[src/rtl/cyc_pkg.sv]
package cyc_pkg;
  typedef enum logic {
    CNT_NONSTALL = 1'b0,
    CNT_ALL      = 1'b1
  } cnt_mode_e;
endpackage

[src/rtl/cyc_master.sv]
module cyc_master
  import cyc_pkg::*;
#(
  parameter int CNT_W = 64
) (
  input  logic             clk,
  input  logic             rst,
  input  logic             stall,
  input  logic             mode_in,
  output logic [CNT_W-1:0] master_q
);
  cnt_mode_e mode_q;
  logic      step;

  // mode is registered, reset value counts every cycle
  always_ff @(posedge clk) begin
    if (rst) mode_q <= CNT_ALL;
    else     mode_q <= cnt_mode_e'(mode_in);
  end

  assign step = (mode_q == CNT_ALL) || !stall;

  always_ff @(posedge clk) begin
    if (rst)       master_q <= '0;
    else if (step) master_q <= master_q + 1'b1;
  end

  AST_RST_CLEAR: assert property (@(posedge clk) rst |=> (master_q == '0 && mode_q == CNT_ALL));
  AST_MODE_FOLLOW: assert property (@(posedge clk) disable iff (rst) !$past(rst) |-> (mode_q == cnt_mode_e'($past(mode_in))));
  AST_ALL_STEP: assert property (@(posedge clk) disable iff (rst) (mode_q == CNT_ALL) |=> master_q == $past(master_q) + 1'b1);
  AST_STALL_HOLD: assert property (@(posedge clk) disable iff (rst) (mode_q == CNT_NONSTALL && stall) |=> $stable(master_q));
  AST_FREE_STEP: assert property (@(posedge clk) disable iff (rst) (mode_q == CNT_NONSTALL && !stall) |=> master_q == $past(master_q) + 1'b1);
endmodule

[src/rtl/cyc_snap.sv]
module cyc_snap #(
  parameter int CNT_W = 64
) (
  input  logic             clk,
  input  logic             rst,
  input  logic             jump_ok,
  input  logic [CNT_W-1:0] master_q,
  output logic [CNT_W-1:0] snap_q
);
  // captures the pre-increment master value
  always_ff @(posedge clk) begin
    if (rst)          snap_q <= '0;
    else if (jump_ok) snap_q <= master_q;
  end

  AST_SNAP_LOAD: assert property (@(posedge clk) disable iff (rst) jump_ok |=> snap_q == $past(master_q));
  AST_SNAP_KEEP: assert property (@(posedge clk) disable iff (rst) !jump_ok |=> $stable(snap_q));
  AST_SNAP_RST: assert property (@(posedge clk) rst |=> snap_q == '0);
endmodule

[src/rtl/cyc_ports.sv]
module cyc_ports #(
  parameter int CNT_W = 64,
  parameter int RD_W  = 32
) (
  input  logic [CNT_W-1:0] master_q,
  input  logic [CNT_W-1:0] snap_q,
  output logic [RD_W-1:0]  snap_lo,
  output logic [RD_W-1:0]  snap_hi,
  output logic [RD_W-1:0]  live_lo
);
  localparam int HI_W = CNT_W - RD_W;

  assign snap_lo = snap_q[RD_W-1:0];
  assign live_lo = master_q[RD_W-1:0];

  generate
    if (HI_W >= RD_W) begin : g_full
      assign snap_hi = snap_q[RD_W+RD_W-1:RD_W];
    end else begin : g_pad
      assign snap_hi = {{(RD_W-HI_W){1'b0}}, snap_q[CNT_W-1:RD_W]};
    end
  endgenerate
endmodule

[src/rtl/cycle_tally.sv]
module cycle_tally #(
  parameter int CNT_W = 64,
  parameter int RD_W  = 32
) (
  input  logic            clk,
  input  logic            rst,
  input  logic            stall,
  input  logic            mode_in,
  input  logic            jump_ok,
  output logic [RD_W-1:0] snap_lo,
  output logic [RD_W-1:0] snap_hi,
  output logic [RD_W-1:0] live_lo
);
  logic [CNT_W-1:0] master_q;
  logic [CNT_W-1:0] snap_q;

  cyc_master #(.CNT_W(CNT_W)) u_master (
    .clk(clk), .rst(rst), .stall(stall), .mode_in(mode_in), .master_q(master_q)
  );

  cyc_snap #(.CNT_W(CNT_W)) u_snap (
    .clk(clk), .rst(rst), .jump_ok(jump_ok), .master_q(master_q), .snap_q(snap_q)
  );

  cyc_ports #(.CNT_W(CNT_W), .RD_W(RD_W)) u_ports (
    .master_q(master_q), .snap_q(snap_q),
    .snap_lo(snap_lo), .snap_hi(snap_hi), .live_lo(live_lo)
  );

  AST_WRAP: assert property (@(posedge clk) disable iff (rst) ($past(master_q) == {CNT_W{1'b1}} && master_q != $past(master_q)) |-> master_q == '0);
endmodule

[config.mk]
export PLATFORM = sky130hd
export DESIGN_NAME = cycle_tally
export DESIGN_NICKNAME = d
export VERILOG_FILES = /design/src/rtl/cyc_pkg.sv /design/src/rtl/cyc_master.sv /design/src/rtl/cyc_snap.sv /design/src/rtl/cyc_ports.sv /design/src/rtl/cycle_tally.sv
export SDC_FILE = /design/constraint.sdc
export NUM_CORES = 1
export LEC_CHECK = 0
export BUFFER_PORTS_ARGS = -buffer_cell sky130_fd_sc_hd__buf_2
export CAP_MARGIN = 15
export CORE_MARGIN = 2
export CORE_UTILIZATION = 60
export CTS_CLUSTER_DIAMETER = 100
export DETAILED_ROUTE_END_ITERATION = 8
export PLACE_DENSITY = 0.85
export SLEW_MARGIN = 15
export SYNTH_ARGS = -nofsm -noshare
export SYNTH_HDL_FRONTEND = slang
export SYNTH_SLANG_ARGS = --single-unit
[constraint.sdc]
create_clock -name clk -period 4.3 [get_ports clk]
set_clock_uncertainty 0.2 [all_clocks]
set_input_delay 0.86 -clock clk [delete_from_list [all_inputs] [get_ports clk]]
set_output_delay 0.86 -clock clk [all_outputs]
set_load 0.01 [all_outputs]
==> out/summary.md, run 1 <==
The run finished with clean final reports. The tools report the static leakage as 0.002649 uW. During I/O placement, the number of pins put on the boundary was 101. The wire-length estimate of the detail-placed layout is 8.304 mm. The count of endpoints failing setup in the final report is 0, and the logic gate share of total power is 2.6%. Slack of the worst reg-to-reg path: 1.22 ns. Dividing the synthesized area by the synthesized cell count gives 9.035 sq um.

The worst-case IR drop observed on VDD is 0.2454 mV. For the top achievable clock speed, the log shows 0.3242 GHz. Once layout is complete, the utilization of the core stands at 70.40%. Clock tree root driver cell: clkbuf_8.

The H-tree generated during clock tree synthesis spans 4 levels. The global-route wire length before repair was 21.40 mm. After detailed routing, the met2 layer carries 6.158 mm of wire.

The setup path with the least slack is of type register to register. Dividing the detail-routed wire length by the instance count gives 16.37 um. For this run, design rule violations remaining after detail routing come to 0.

The flop and latch count out of synthesis is 129, and the ratio of routed vias to standard cells is 5.992. Gates resized during post-CTS repair numbered 0. In the final timing run, aggregate negative setup slack is 0 ns. During synthesis, Yosys emitted a total of 0 warnings. The required time at the endpoint of the critical path came out at 4.54 ns. The number of post-CTS setup repair buffers came out at 0. The number of I/O port buffers came out at 100.

Synthesis instantiated 37 different standard cells from the library. In this run the remaining antenna-violating nets after routing total 0. The first TritonRoute pass finished after 7 iterations.

Clock period minus worst slack: 3.085 ns. Internal power comes to 2012 uW. The final hold violation count came out at 0. The first routing iteration left 374 violations. The tools report the endpoint of the worst register-to-register path as u_master.master_q[59]. Pin count of the biggest net entering global routing: 65.

The die covers 10,050 sq um. The switching power summed over all nets was 612.0 uW; the die span in y was 100.2 um. The clock drives 129 sinks. Topmost layer with routed signal wires: met4. After layout, the design draws a total of 2624 uW. The tool flagged a number of max-cap violations equal to 0. In the final routing, the length of wire on met1 measures 5.661 mm.

Prior to clock tree synthesis, the placed netlist has a worst setup slack of 1.121 ns. For the residual overflow from global routing, the log shows 0. The clock-pin transition on the worst setup and hold timing paths came out at 0.06 ns. The final layout contains 678 nets. The amount of wire on met3 after detailed routing is 896 um, and the length in cells of the worst reg-to-reg path is 5.

The repair_antennas step left the layout with diodes totalling 0. Measured against its own limit, the worst slew margin works out to 30.23%. TritonCTS built the clock tree.

The startpoint class of the critical path was a register. In this run the cell area of the synthesized design comes to 5557 sq um. The later pin in the worst-skew pair is clocked with a latency of 0.53 ns. The highest net fanout along the worst path works out to 29. The run gives 2 as the maximum clock path buffer count. The minimum setup slack in the final design is 1.215 ns. Class of the tightest hold or removal check: register to register. The clock share of power is 51.4%, and the initial core utilization is 61.00%. Setup repair after global routing left no endpoint under its margin. In this run the worst setup path begins at u_master.master_q[12]. Power spread over the standard cell area amounts to 409.2 nW/um^2.

In this run the critical register-to-register path is launched from u_master.master_q[12]. The initial antenna violation count was 0; the overall via count from detail_route was 4,770. For the pin with the worst max-slew slack, the measured transition is 1.047 ns.

The share of synthesized area occupied by flip-flops and latches was 46.48%. The fraction of layout cells with a size suffix above 1 works out to 21.02%. The congestion estimate from routability-driven global placement came to 0.8392. The routed design has 13.03 mm of wire. The horizontal die dimension came out at 100.2 um. The tools report the final-report max-slew violation count as 0.

In the synthesized netlist, the number of instances is 615. After layout, the worst path uses 71.73% of the clock period. After floorplanning, the core was divided into 35 placement rows.

The number of clock buffers added by TritonCTS is 17. The logs give 4,428 for the via count of the first global-routing pass and 0 for the count of hold-fix buffers inserted at cts. In this run the worst setup path terminates at u_master.master_q[59]. Of the total power, registers draw 46.0%. Net switching is 23.33% of the power. STA classifies the critical path endpoint as a register. The area growth from synthesis to layout is 15.40%. Counting the fill cells in the layout gives 694. The logs give 3.32 ns for the critical path arrival and 26.50% for the global routing usage summed across all routing layers. When the netlist entered floorplanning its net count stood at 621. The core region is 9109 sq um.
[power groups by stage]
stage               logic [uW]  clock network (uW)  registers [uW]
finish                    68.2                1350            1210
global route              74.2                1400            1210
CTS                       69.1                1350            1210
detailed placement        67.7                   0            1230
global placement          65.9                   0            1230
floorplan                 57.9                   0            1230
[synth_stat cells, drive strengths merged]
library cell,number,area share [%]
a21oi,38,3.4
a31o,1,0.16
and2,1,0.11
and3,7,0.79
and4,10,1.6
buf,39,5.0
clkbuf,27,1.9
dfxtp,129,46
ha,1,0.23
inv,11,0.74
mux2,1,0.20
mux2i,65,12
nand2,26,1.8
nand2b,1,0.11
nand3,19,1.7
nand4,27,3.2
nand4b,3,0.47
nor2,95,6.4
nor2b,1,0.11
nor3,9,0.81
nor4,10,1.2
o21ai,21,1.9
o31ai,14,1.9
o41ai,1,0.16
or2,3,0.34
or3,17,1.9
or4,13,1.8
or4b,1,0.18
xnor2,13,2.0
xor2,11,1.7
[cell type report]
| type | instances | area [sq um] | area share [%] |
|---|---|---|---|
| clock inverter | 14 | 132.6 | 2.068 |
| clock buffer | 18 | 427.9 | 6.673 |
| sequential | 129 | 2582 | 40.27 |
| timing repair buffer | 104 | 535.5 | 8.351 |
| inverter | 11 | 41.29 | 0.6439 |
| multi-input combinational | 409 | 2554 | 39.82 |
| tap | 111 | 138.9 | 2.166 |
[per-layer routing]
metal | up-vias | track usage [%]
li1 | 2266 | -
met1 | 2248 | 35.32
met2 | 223 | 42.44
met3 | 33 | 5.432
met4 | 0 | 10.22
met5 | - | 0
[placed cells by master (no fill, tap or decap), types with 7 or more instances in the layout]
| master | Yosys | final |
|---|---|---|
| dfxtp_1 | 129 | 129 |
| buf_2 | 1 | 98 |
| nor2_1 | 95 | 95 |
| mux2i_1 | 65 | 65 |
| a21oi_1 | 38 | 38 |
| nand4_1 | 26 | 26 |
| nand2_1 | 26 | 26 |
| o21ai_0 | 21 | 21 |
| nand3_1 | 19 | 19 |
| or3_1 | 17 | 17 |
| clkbuf_16 | 0 | 16 |
| o31ai_1 | 14 | 14 |
| xnor2_1 | 13 | 13 |
| or4_1 | 12 | 12 |
| inv_1 | 11 | 11 |
| xor2_1 | 11 | 11 |
| and4_1 | 10 | 10 |
| nor4_1 | 9 | 9 |
| nor3_1 | 9 | 9 |
| and3_1 | 7 | 7 |
[worst min path at each step]
stage	from	end	slack (ns)	depth (start not counted)
finish	u_snap.snap_q[15]	u_snap.snap_q[15]	0.29	2
global route	u_snap.snap_q[13]	u_snap.snap_q[13]	0.32	2
CTS	u_snap.snap_q[43]	u_snap.snap_q[43]	0.29	2
detailed placement	u_snap.snap_q[43]	u_snap.snap_q[43]	0.28	2
global placement	u_snap.snap_q[58]	u_snap.snap_q[58]	0.27	2
floorplan	u_master.master_q[43]	u_master.master_q[43]	0.27	2
[through the flow]
step	hold slack [ns]	area, sq um	instances
after floorplan	0.2677	5557	615
after global placement	0.2673	5852	764
after detailed placement	0.2760	5852	764
after CTS	0.2935	6412	796
after global routing	0.3207	6412	796
final	0.2878	6412	796
[state kept, by name, summed over array words and instances, names as in the netlist]
| name | count |
|---|---|
| u_master.mode_q | 1 |
| u_snap.snap_q | 64 |
| u_master.master_q | 64 |
[cell families after synthesis]
logic type	Yosys count	share of synthesized area (%)
buffers and inverters	77	7.566
DFF	129	46.48
muxes	66	11.91
xor gates and xnor gates	24	3.783
and+or+nand+nor	243	22.52
AOI/OAI and AO/OA	75	7.521
adders and majority gates	1	0.2251
[worst max-delay path: stages (launching register included)]
cell and delay [ns]:
dfxtp_1 0.44, nand4_2 0.18, or4_1 0.67, or4_4 0.70, or4_1 0.56, a21oi_1 0.23
Power figures use the tool's default switching activity.
==> inputs of run 2 (changes only) <==
CORE_UTILIZATION = 55   (was 60)
PLACE_DENSITY = 0.79   (was 0.85)
clock period = 3 ns   (was 4.3 ns; I/O delays follow)
==> run 2 against run 1 <==
Against the previous run: combinational power is 47% higher; highest routed layer unchanged; critical endpoint unchanged; critical path type unchanged; maximum frequency grew 12%; total power rose by 54%; die area rose by 8.7%; via count down 1.0%; design area rose by 3.4%; routed wire length shrank 2.4%; final cell count rose by 4.1%; first-iteration DRC count decreased by 20%.
==> out/summary.md, run 2 (synthesis results as in run 1) <==
The run gives 0 (unchanged) as the residual overflow from global routing. The final wirelength came out at 12.72 mm (was 13.03 mm). The leading cell type in the layout, fill and taps excluded was dfxtp_1 (unchanged). The highest net fanout along the worst path came out at 29 (unchanged).

The via count of the first global-routing pass was 4,387 (was 4,428). Clock tree root driver cell: clkbuf_8 (unchanged). Startpoint class of the critical path: a register (unchanged). The start-to-end type of the worst setup path is register to register (unchanged).

The count of endpoints failing setup in the final report was 0 (unchanged); the ratio of routed vias to standard cells was 5.695 (was 5.992). The count of filler cells inserted in the layout was 793 (was 694); the power per standard cell area was 608.5 nW/um^2 (was 409.2 nW/um^2). The reg-to-reg startpoint is u_master.master_q[11] (was u_master.master_q[12]). The level count of the clock H-tree was 4 (unchanged). The post-DP HPWL was 8.444 mm (was 8.304 mm); the relative max-transition margin was 48.02% (was 30.23%).

The global routing met2 resource utilization was 36.27% (was 42.44%). The met3 capacity usage during global routing is 6.328% (was 5.432%), and the initial core utilization is 56.85% (was 61.00%). Global routing usage summed across all routing layers: 23.65% (was 26.50%). The number of DRC violations after detailed-routing iteration 0 was 301 (was 374). For the required time at the endpoint of the critical path, the log shows 3.26 ns (was 4.54 ns). The largest vdd supply drop is 0.3475 mV (was 0.2454 mV). The run finished with clean final reports. TritonCTS built the clock tree.

The class of the tightest hold or removal check is primary input to register (was register to register). The fraction of layout cells with a size suffix above 1 is 22.27% (was 21.02%), and the count of antenna-violating nets left after detailed routing is 0 (unchanged). The sequential cell area came out at 2582 sq um (unchanged). The maximum clock path buffer count came out at 2 (unchanged). The minimum setup slack in the final design came out at 0.2385 ns (was 1.215 ns). For the initial antenna violation count, the log shows 0 (unchanged). Post-cts resize count: 0 (unchanged). The total power is 4036 uW (was 2624 uW), and the number of buffers created by CTS is 17 (unchanged). The top achievable clock speed came out at 0.3621 GHz (was 0.3242 GHz). The period utilization is 92.05% (was 71.73%). The most used routing layer in global routing is met2 (unchanged).

For the area of the core, the log shows 9774 sq um (was 9109 sq um). The horizontal die dimension was 104.5 um (was 100.2 um); the worst-skew pair later-pin latency was 0.53 ns (about the same). Die span in y: 104.5 um (was 100.2 um). The tools report the endpoint type of the worst setup path as a register (unchanged). The number of core rows is 36 (was 35), and the met1 track demand over resource is 31.63% (was 35.32%). Largest regs: u_master.master_q x64, u_snap.snap_q x64, u_master.mode_q x1 (unchanged). The routed length per instance is 15.34 um (was 16.37 um). The worst setup path startpoint was u_master.master_q[11] (was u_master.master_q[12]). The critical path arrival was 3.02 ns (was 3.32 ns).

Post-placement cell area: 5987 sq um (was 5852 sq um). The logs give 4,721 (was 4,770) for the overall via count from detail_route and 0 (unchanged) for the antenna diode count. Setup repair after global routing left no endpoint under its margin. The number of nets at the end of the flow came out at 689 (was 678). The number of I/O port buffers works out to 100 (unchanged).

The tools report the first-pass iteration count of the detailed router as 5 (was 7). Commonest non-fill, non-tap cells in the layout: dfxtp_1 (129), buf_2 (98), nor2_1 (95) (unchanged). The tools report the routability congestion estimate from global placement as 0.8166 (was 0.8392).

The slew at the pin with the worst max-slew slack is 0.7797 ns (was 1.047 ns). The count of hold-fix buffers inserted at cts came out at 0 (unchanged). For the minimum hold slack, the log shows 0.06782 ns (was 0.2878 ns). The signed area change from the synthesized netlist to the final layout was 19.36% (was 15.40%).

The number of max-cap violations was 0 (unchanged). The minimum setup slack after placement came out at 0.2610 ns (was 1.121 ns). The final-report max-slew violation count is 0 (unchanged), and the clock period minus worst slack is 2.761 ns (was 3.085 ns). The number of I/O pins came out at 101 (unchanged). The clock-pin transition on the worst setup and hold timing paths is 0.06 ns (about the same), and the global-route wire length before repair is 21.05 mm (was 21.40 mm). For the die footprint, the log shows 10,920 sq um (was 10,050 sq um). For the setup TNS after final layout, the log shows 0 ns (unchanged).

The total non-filler cell area in the finished layout came out at 6633 sq um (was 6412 sq um). Count of unresolved DRC violations after routing: 0 (unchanged). The tools report the static leakage as 0.002763 uW (was 0.002649 uW). The multi-input combinational cell area was 2554 sq um (unchanged); the number of post-CTS setup repair buffers was 0 (unchanged).

The critical hold path startpoint was mode_in (was u_snap.snap_q[15]). The pin count of the biggest net entering global routing is 77 (was 65), and the CTS sink count is 129 (unchanged). Final hold violation count: 0 (unchanged).
==> run 2: cell type report <==
class / instances / share of cell area [%]
timing repair buffer: 115 / 9.696
multi-input combinational: 409 / 38.50
tap: 133 / 2.509
clock buffer: 21 / 7.074
clock inverter: 11 / 2.660
inverter: 11 / 0.6225
sequential: 129 / 38.94
==> run 2: through the flow <==
step / util (%) / instances
finish: 67.86 / 829
global route: 67.86 / 829
CTS: 67.86 / 829
detailed placement: 61.25 / 797
global placement: 61.25 / 797
floorplan: - / 615
==> run 2: worst paths after layout <==
| kind | end | slack [ns] | cells past startpoint |
|---|---|---|---|
| setup / recovery | u_master.master_q[59] | 0.24 | 5 |
| hold / removal | u_master.mode_q | 0.07 | 2 |
| setup reg to reg | u_master.master_q[59] | 0.24 | 5 |
| hold reg to reg | u_snap.snap_q[1] | 0.29 | 2 |
==> run 2: power breakdown <==
group	switching (uW)	internal [uW]	leakage (uW)
clock network	763	1440	0.000303
registers	8.49	1720	0.00104
logic	63.3	37.1	0.00142
total	835	3200	0.00276
==> run 2: worst max-delay path: stages (launching register included) <==
cell	delay (ns)
dfxtp_1	0.45
nand4_2	0.17
or4_1	0.53
or4_4	0.66
or4_1	0.52
a21oi_1	0.15
==> run 2: metal layers <==
| layer | vias up | part of all wire, % |
|---|---|---|
| met5 | - | 0 |
| met1 | 2245 | 47 |
| li1 | 2290 | - |
| met2 | 167 | 46 |
| met4 | 0 | 1.7 |
| met3 | 19 | 5.5 |
==> inputs of run 3 (changes only) <==
SETUP_SLACK_MARGIN = 0.3   (was unset)
==> run 3 against run 2 <==
Against the previous run: total power about the same; setup slack improved by 0.15 ns; core utilization is 0.55 points higher; final cell count increased by 0.36%; clock-buffer cell count unchanged; global-route usage is 0.72 points higher; flip-flop and latch count unchanged; die area unchanged; clock power barely moved; routed wire length grew 3.0%; worst hold slack lost 0.0043 ns.
==> out/summary.md, run 3 (synthesis results as in run 1) <==
The maximum clock path buffer count came out at 2 (unchanged). The largest vdd supply drop is 0.3333 mV (was 0.3475 mV). The clock tree root driver cell was clkbuf_8 (unchanged). CP cell instances: nand3_1 > or4_4 > or4_4 > buf_4 > or3_1 > a21oi_1 (was nand4_2 > or4_1 > or4_4 > or4_1 > a21oi_1). The flow ran to the end, and the final reports show no timing, DRC or antenna violations.

For the minimum setup slack in the final design, the log shows 0.3927 ns (was 0.2385 ns). The critical path arrival is 2.85 ns (was 3.02 ns). The run gives 21.56 mm (was 21.05 mm) as the global-route wire length before repair.

The run gives 0.002785 uW (was 0.002763 uW) as the static leakage. Signed area change from the synthesized netlist to the final layout: 20.33% (was 19.36%). The ratio of routed vias to standard cells is 5.734 (was 5.695). The horizontal die dimension was 104.5 um (unchanged); the clock period minus worst slack was 2.607 ns (was 2.761 ns). The tools report the reg-to-reg startpoint as u_master.master_q[6] (was u_master.master_q[11]).

The power per standard cell area was 603.5 nW/um^2 (was 608.5 nW/um^2). The via count of the first global-routing pass is 4,447 (was 4,387). The logs give 0 (unchanged) for the residual overflow from global routing and 0 (unchanged) for the final hold violation count. The count of filler cells inserted in the layout is 777 (was 793). The routability congestion estimate from global placement came out at 0.8166 (unchanged). For the required time at the endpoint of the critical path, the log shows 3.24 ns (was 3.26 ns). The tools report the critical hold path startpoint as mode_in (unchanged). Start-to-end type of the worst setup path: register to register (unchanged). The endpoint type of the worst setup path is a register (unchanged).

The run gives 9774 sq um (unchanged) as the area of the core. The routed length per instance is 15.75 um (was 15.34 um). The cell at the slowest stage of the critical path was or4_4 (unchanged). The antenna diode count came out at 0 (unchanged).

The minimum setup slack after placement is 0.2610 ns (unchanged). The number of max-cap violations came out at 0 (unchanged). The most prevalent standard cell on the critical path is or4_4 (was or4_1).

The post-DP HPWL was 8.444 mm (unchanged). The worst setup path startpoint is u_master.master_q[6] (was u_master.master_q[11]). The number of core rows is 36 (unchanged).

The highest net fanout along the worst path was 8 (was 29). The setup TNS after final layout was 0 ns (unchanged). The tools report the level count of the clock H-tree as 4 (unchanged).

The relative max-transition margin was 47.57% (was 48.02%); the number of I/O port buffers was 100 (unchanged). Commonest non-fill, non-tap cells in the layout: dfxtp_1 (123), buf_2 (98), nor2_1 (94) (was dfxtp_1 (129), buf_2 (98), nor2_1 (95)). The top achievable clock speed was 0.3835 GHz (was 0.3621 GHz).

For the initial core utilization, the log shows 56.85% (unchanged). The first-pass iteration count of the detailed router is 4 (was 5), and the number of nets at the end of the flow is 692 (was 689). The count of hold-fix buffers inserted at cts is 0 (unchanged).

The leading cell type in the layout, fill and taps excluded is dfxtp_1 (unchanged). Slack of the worst reg-to-reg path: 0.39 ns (was 0.24 ns). The count of antenna-violating nets left after detailed routing was 0 (unchanged); the period utilization was 86.91% (was 92.05%).

The die span in y was 104.5 um (unchanged); the count of unresolved DRC violations after routing was 0 (unchanged). The die footprint came out at 10,920 sq um (unchanged). Initial antenna violation count: 0 (unchanged). Slew at the pin with the worst max-slew slack: 0.7864 ns (was 0.7797 ns). For the CTS sink count, the log shows 129 (unchanged). The tools report the startpoint class of the critical path as a register (unchanged). The number of DRC violations after detailed-routing iteration 0 is 285 (was 301). Class of the tightest hold or removal check: primary input to register (unchanged). Largest regs: u_master.master_q x64, u_snap.snap_q x64, u_master.mode_q x1 (unchanged). The clock-pin transition on the worst setup and hold timing paths is 0.06 ns (about the same). The tools report the count of endpoints failing setup in the final report as 0 (unchanged). The logs give 0.53 ns (about the same) for the worst-skew pair later-pin latency and 13.10 mm (was 12.72 mm) for the final wirelength. Number of I/O pins: 101 (unchanged). The global routing usage summed across all routing layers is 24.37% (was 23.65%), and the fraction of layout cells with a size suffix above 1 is 23.89% (was 22.27%). Number of buffers created by CTS: 17 (unchanged).

The maximum cell stage delay along the critical path was 0.57 ns (was 0.66 ns); the overall via count from detail_route was 4,771 (was 4,721). Final-report max-slew violation count: 0 (unchanged). TritonCTS built the clock tree. Setup repair after global routing left no endpoint under its margin.

The pin count of the biggest net entering global routing came out at 77 (unchanged).
run 3: changes by cell type in the layout (fill, tap and decap cells not counted):
cell     delta
buf_4       +2
dfxtp_1     -6
dfxtp_2     +6
nand4_2     -1
nand4_4     +1
nor2_1      -1
nor2_2      +1
nor3_1      -1
nor3_2      +1
or4_1       -1
or4_4       +2
run 3: repair_timing:
item,4_1_cts,5_1_grt
pin swaps,1,1
hold endpoints to repair,0,0
resized for setup,7,6
setup endpoints to repair,3,19
buffers inserted,2,0
cloned,1,0
run 3: routing by layer:
metal / GRT usage (%) / wire (um) / part of all wire, %
met4: 10.14 / 252 / 1.9
met5: 0 / 0 / 0
met3: 6.203 / 695 / 5.3
met2: 38.05 / 6200 / 47
met1: 32.09 / 5951 / 45
run 3: critical path: cells and delay by family (launching register included):
| family | cells | cell delay, ns |
|---|---|---|
| flops | 1 | 0.37 |
| compound gates | 1 | 0.18 |
| simple gates | 4 | 1.56 |
| buf+inv | 1 | 0.20 |
run 3: worst paths after layout:
path / end / depth (start not counted)
min: u_master.mode_q / 2
max: u_master.master_q[29] / 6
min reg2reg: u_snap.snap_q[1] / 2
max reg2reg: u_master.master_q[29] / 6
run 3: power by group:
part	total, uW	switching, uW	internal, uW	leakage, uW
combinational	100	63.2	37.0	0.00144
sequential	1730	8.22	1720	0.00104
clock	2210	763	1440	0.000303
run 3: stage by stage:
step | util (%) | power (uW) | hold slack, ns | cell area [sq um] | std cells
after floorplan | - | 1847 | 0.2677 | 5557 | 615
after global placement | 61.25 | 1863 | 0.2665 | 5987 | 797
after detailed placement | 61.25 | 1866 | 0.2789 | 5987 | 797
after CTS | 68.19 | 4059 | 0.05425 | 6665 | 832
after global routing | 68.41 | 4141 | 0.05521 | 6686 | 832
final | 68.41 | 4036 | 0.06353 | 6686 | 832
run 3: area by class of cell:
type | instances | area, sq um | share of cell area (%)
clock buffers | 21 | 469.2 | 7.017
clock inverters | 11 | 176.4 | 2.638
inverters | 11 | 41.29 | 0.6175
multi-input cells | 410 | 2585 | 38.66
flip-flops and latches | 129 | 2590 | 38.73
well taps | 133 | 166.4 | 2.489
repair buffers | 117 | 658.1 | 9.843
